## config.mk

```make
export PLATFORM = sky130hd
export DESIGN_NAME = nco_vfgen
export DESIGN_NICKNAME = d
export VERILOG_FILES = /design/src/rtl/nco_pkg.sv /design/src/rtl/nco_word_reg.sv /design/src/rtl/nco_fold.sv /design/src/rtl/nco_accum.sv /design/src/rtl/nco_edge.sv /design/src/rtl/nco_vfgen.sv
export SDC_FILE = /design/constraint.sdc
export NUM_CORES = 1
export LEC_CHECK = 0
export ABC_AREA = 1
export BUFFER_PORTS_ARGS = -buffer_cell sky130_fd_sc_hd__buf_2
export CAP_MARGIN = 20
export CORE_MARGIN = 10
export CORE_UTILIZATION = 40
export CTS_BUF_LIST = sky130_fd_sc_hd__clkbuf_16
export CTS_CLUSTER_DIAMETER = 100
export CTS_CLUSTER_SIZE = 28
export DETAILED_ROUTE_END_ITERATION = 16
export PLACE_DENSITY = 0.55
export SYNTH_ARGS = -nofsm -noshare
export SYNTH_HDL_FRONTEND = slang
export SYNTH_SLANG_ARGS = --single-unit
```

## constraint.sdc

```tcl
create_clock -name clk_i -period 2.9 [get_ports clk_i]
set_input_delay 0.435 -clock clk_i [delete_from_list [all_inputs] [get_ports clk_i]]
set_output_delay 0.435 -clock clk_i [all_outputs]
set_load 0.05 [all_outputs]
```

## src/rtl/nco_pkg.sv

```systemverilog
package nco_pkg;
   localparam int unsigned NCO_BYTE_W_DEF = 8;

   typedef enum logic [0:0] {
      FOLD_RAW = 1'b0,
      FOLD_NEG = 1'b1
   } fold_mode_e;
endpackage

```

## src/rtl/nco_word_reg.sv

```systemverilog
module nco_word_reg #(
   parameter int unsigned BYTE_W = 8,
   localparam int unsigned WORD_W = 2 * BYTE_W
) (
   input  logic              clk_i,
   input  logic              rst_ni,
   input  logic              hi_wr_i,
   input  logic              lo_wr_i,
   input  logic [BYTE_W-1:0] wr_byte_i,
   output logic [WORD_W-1:0] word_o
);
   logic [BYTE_W-1:0] stage_q;
   logic [WORD_W-1:0] word_q;

   // staging byte: never seen by the accumulator on its own
   always_ff @(posedge clk_i or negedge rst_ni) begin
      if (!rst_ni)      stage_q <= '0;
      else if (hi_wr_i) stage_q <= wr_byte_i;
   end

   // whole word committed on the low-byte write only
   always_ff @(posedge clk_i or negedge rst_ni) begin
      if (!rst_ni)      word_q <= '0;
      else if (lo_wr_i) word_q <= {stage_q, wr_byte_i};
   end

   assign word_o = word_q;
endmodule

```

## src/rtl/nco_fold.sv

```systemverilog
module nco_fold
   import nco_pkg::*;
#(
   parameter int unsigned WORD_W = 16,
   parameter fold_mode_e  MODE   = FOLD_NEG
) (
   input  logic [WORD_W-1:0] word_i,
   output logic [WORD_W-1:0] inc_o
);
   generate
      if (MODE == FOLD_NEG) begin : g_fold
         logic [WORD_W-1:0] neg;
         assign neg   = (~word_i) + {{(WORD_W-1){1'b0}}, 1'b1};
         assign inc_o = word_i[WORD_W-1] ? neg : word_i;
      end else begin : g_raw
         assign inc_o = word_i;
      end
   endgenerate
endmodule

```

## src/rtl/nco_accum.sv

```systemverilog
module nco_accum #(
   parameter int unsigned ACC_W = 16
) (
   input  logic             clk_i,
   input  logic             rst_ni,
   input  logic             run_i,
   input  logic [ACC_W-1:0] inc_i,
   output logic [ACC_W-1:0] acc_o
);
   logic [ACC_W-1:0] acc_q;

   always_ff @(posedge clk_i or negedge rst_ni) begin
      if (!rst_ni)     acc_q <= '0;
      else if (!run_i) acc_q <= '0;
      else             acc_q <= acc_q + inc_i;
   end

   assign acc_o = acc_q;
endmodule

```

## src/rtl/nco_edge.sv

```systemverilog
module nco_edge (
   input  logic clk_i,
   input  logic rst_ni,
   input  logic lvl_i,
   output logic rise_o
);
   logic prev_q;

   always_ff @(posedge clk_i or negedge rst_ni) begin
      if (!rst_ni) prev_q <= 1'b0;
      else         prev_q <= lvl_i;
   end

   assign rise_o = lvl_i & ~prev_q;
endmodule

```

## src/rtl/nco_vfgen.sv

```systemverilog
module nco_vfgen
   import nco_pkg::*;
#(
   parameter int unsigned BYTE_W = NCO_BYTE_W_DEF,
   parameter fold_mode_e  FOLD   = FOLD_NEG,
   localparam int unsigned WORD_W = 2 * BYTE_W,
   localparam int unsigned MSB    = WORD_W - 1
) (
   input  logic              clk_i,
   input  logic              rst_ni,
   input  logic              start_i,
   input  logic              hi_wr_i,
   input  logic              lo_wr_i,
   input  logic [BYTE_W-1:0] wr_byte_i,
   output logic              sq_o,
   output logic              tick_o
);
   generate
      if (BYTE_W < 2 || BYTE_W > 32) begin : g_bad_width
         $error("nco_vfgen: BYTE_W must lie in 2..32");
      end
   endgenerate

   logic [WORD_W-1:0] word_q;
   logic [WORD_W-1:0] eff_w;
   logic [WORD_W-1:0] acc_q;

   nco_word_reg #(.BYTE_W(BYTE_W)) u_word (
      .clk_i     (clk_i),
      .rst_ni    (rst_ni),
      .hi_wr_i   (hi_wr_i),
      .lo_wr_i   (lo_wr_i),
      .wr_byte_i (wr_byte_i),
      .word_o    (word_q)
   );

   nco_fold #(.WORD_W(WORD_W), .MODE(FOLD)) u_fold (
      .word_i (word_q),
      .inc_o  (eff_w)
   );

   nco_accum #(.ACC_W(WORD_W)) u_acc (
      .clk_i  (clk_i),
      .rst_ni (rst_ni),
      .run_i  (start_i),
      .inc_i  (eff_w),
      .acc_o  (acc_q)
   );

   assign sq_o = acc_q[MSB];

   nco_edge u_edge (
      .clk_i  (clk_i),
      .rst_ni (rst_ni),
      .lvl_i  (sq_o),
      .rise_o (tick_o)
   );
endmodule

```

==> results.cfg <==
[worst_setup_path]
crit_type = reg -> reg
startpoint_type = flop
reg2reg_from = u_word.word_o[0]$_DFFE_PN0P_
crit_arrival_ps = 2590
critPathBufInv = 2
cp_common_cell = nand2_1
crit_required_ps = 3080
reg2reg_depth = 16
r2r_end = u_acc.acc_o[15]$_DFF_PN0_
critPathMaxStageDelay_ps = 380
crit_family = simple AND/OR/NAND/NOR gates
path_cells = inv_1, ha_1, nand3_1, nor2_2, nand3_2, o21ai_2, xor2_1, ha_1, nand2_1, inv_1, nand2_1, nand2_1, a21oi_1, nand2_1, nor2_1, nor2_2
critPathSlowestCell = dfrtp_1
cp_max_fo = 5
endpoint_kind = flop
r2r_slack_ps = 490

[timing]
post-route-min-period_ps = 2409
max_freq_mhz = 415.0
fin_crit_sh_pct = 83.08
finalHoldViolations = 0
relSlewSlack_pct = 36.65
fin_setup_tns_ps = 0
report.final.slew_viol_count = 0
holdWs_ps = 301.0
tightest_slew_ps = 950.3
setup_viol = 0
finClkSkew_ps = 7.750
grt_setup_unrepaired = false

[placed_design]
dp.cells = 437
port_buffers = 14
routabilityCongestion = 0.8000
hpwl_mm = 4.410

[power_and_ir_drop]
p_comb_share_pct = 46.2
p_switching_mw = 1.065
leakage_nw = 1.601
power_frac_seq_pct = 29.7
p_int_mw = 1.535
power.density_nw_per_um2 = 879.3
p_sw_share_pct = 40.95
vdd_drop_max_mv = 0.4248
p_clk_share_pct = 24.1

[floorplan]
num_rows = 29
die-area_sq_um = 10300
die_w_microns = 101.5
coreArea_sq_um = 6386
io-pin-count = 15
initial_utilization_pct = 41.58
die_h_microns = 101.5

[detailed_routing]
drcViolationCount = 0
drtPass1Iterations = 4
vias = 2118
routed_wl_mm = 5.467
routedWlPerCell_microns = 12.31
postRouteAntennaNets = 0
initialDrtViolationCount = 46
vias_per_cell = 4.770

[synthesis]
ys_seq_area_share_pct = 38.64
synthCells = 351
synth.avg_cell_area_sq_um = 7.564
synth_top_cell_by_area = dfrtp_1
synthTopCellsByArea = dfrtp_1 (39%), nand2_1 (14%), ha_1 (9.0%)
async_flop_share_pct = 100.0
synth_top_area_share_pct = 38.64
syn-cell-area_sq_um = 2655
yosysWarnings = 0
ys_types = 27
synthFlopType = dfrtp_1
synth_edf_count = 0
ys_ff_latch = 41
synth_nets = 384

[finish]
fin_nets = 400
most-common-layout-cells = nand2_1 (99), inv_1 (51), dfrtp_1 (41)
drive_gt1_share_pct = 12.81
fin_util_pct = 46.30
final_common_cell = nand2_1
instances_no_fill = 444
antenna_cells = 0
area_delta_synth_final_pct = 11.36

[clock_tree]
cts_resized = 0
cts_tree = yes
root_buffer = clkbuf_16
post-cts-setup-buffers = 0
htree_num_levels = 2
path_clk_slew_ps = 60
holdBufCountCts = 0
cts_buffers = 5
clockBufferDepth = 2
clock_sinks = 41
clock_latency_ps = 280

[global_route]
grt_pass1_vias = 2110
track_usage_pct = 11.42
grt_max_degree = 42
grt-ovfl-total = 0
grt_pass1_wl_mm = 9.480
antenna_found_initial = 0

[run]
drv_cap = 0

[min_path]
hold_class = in -> async

[status]
status = finished, final reports clean
worst max path at each step:
stage / start / endpoint / slack (ps) / cells past startpoint
global placement: u_word.word_o[0]$_DFFE_PN0P_ / u_acc.acc_o[15]$_DFF_PN0_ / 460 / 16
detailed placement: u_word.word_o[0]$_DFFE_PN0P_ / u_acc.acc_o[15]$_DFF_PN0_ / 450 / 16
finish: u_word.word_o[0]$_DFFE_PN0P_ / u_acc.acc_o[15]$_DFF_PN0_ / 490 / 16
floorplan: u_word.word_o[0]$_DFFE_PN0P_ / u_acc.acc_o[15]$_DFF_PN0_ / 690 / 16
CTS: u_word.word_o[0]$_DFFE_PN0P_ / u_acc.acc_o[15]$_DFF_PN0_ / 450 / 16
global route: u_word.word_o[0]$_DFFE_PN0P_ / u_acc.acc_o[15]$_DFF_PN0_ / 140 / 17
layer usage:
| metal | vias to the layer above | track usage (%) | wire (microns) |
|---|---|---|---|
| li1 | 1127 | - | - |
| met2 | 17 | 19.04 | 2573 |
| met4 | 0 | 4.394 | 78 |
| met5 | - | 0 | 0 |
| met3 | 6 | 2.246 | 115 |
| met1 | 968 | 14.18 | 2699 |
per-stage QoR:
| step | instance area [sq um] | setup WS, ps | total power [mW] |
|---|---|---|---|
| after global routing | 2957 | 138.9 | 2.840 |
| after detailed placement | 2796 | 450.5 | 1.998 |
| after global placement | 2796 | 459.2 | 1.977 |
| after CTS | 2957 | 449.1 | 2.633 |
| final | 2957 | 490.6 | 2.600 |
| after floorplan | 2655 | 690.2 | 1.732 |
worst register-to-register path, cell delays in order (launching register included):
cell and delay (ps):
dfrtp_1 380, inv_1 100, ha_1 170, nand3_1 140, nor2_2 120, nand3_2 100, o21ai_2 180, xor2_1 170
ha_1 290, nand2_1 130, inv_1 60, nand2_1 60, nand2_1 60, a21oi_1 120, nand2_1 80, nor2_1 120
nor2_2 50
synth_stat cells (all sizes together) (9+ instances only):
cell,n
nand2,102
inv,54
dfrtp,41
nor2,37
o21ai,26
ha,19
nand3,17
a21oi,16
xor2,13
mux2,9
flip-flops by register name (all words and copies together), names as in the netlist:
signal and flops:
u_word.word_o 16, u_word.stage_q 8, u_edge.prev_q 1, u_acc.acc_o 16
final cells by class:
class / instances / area, sq um
clock buffer: 5 / 125.1
clock inverter: 2 / 35.03
fill: 668 / 3430
sequential: 41 / 1026
timing repair buffer: 15 / 77.57
multi-input combinational: 250 / 1394
inverter: 54 / 202.7
tap: 77 / 96.34
cell families (layout without fill, tap and decap cells):
| kind of cell | Yosys count | after routing | synth area share, % |
|---|---|---|---|
| flops | 41 | 41 | 38.64 |
| buf+inv | 60 | 76 | 8.859 |
| simple gates | 164 | 164 | 25.83 |
| fa+ha+maj | 20 | 20 | 9.708 |
| mux | 9 | 9 | 3.817 |
| compound gates | 42 | 42 | 8.200 |
| xor+xnor | 15 | 15 | 4.948 |
power by group through the flow:
stage	combinational [mW]	sequential, mW	clock [mW]
after floorplan	0.947	0.784	0
after global placement	1.20	0.779	0
after detailed placement	1.22	0.783	0
after CTS	1.22	0.773	0.639
after global routing	1.40	0.785	0.651
final	1.20	0.772	0.627
No activity file was read; power rests on OpenSTA's default activity.
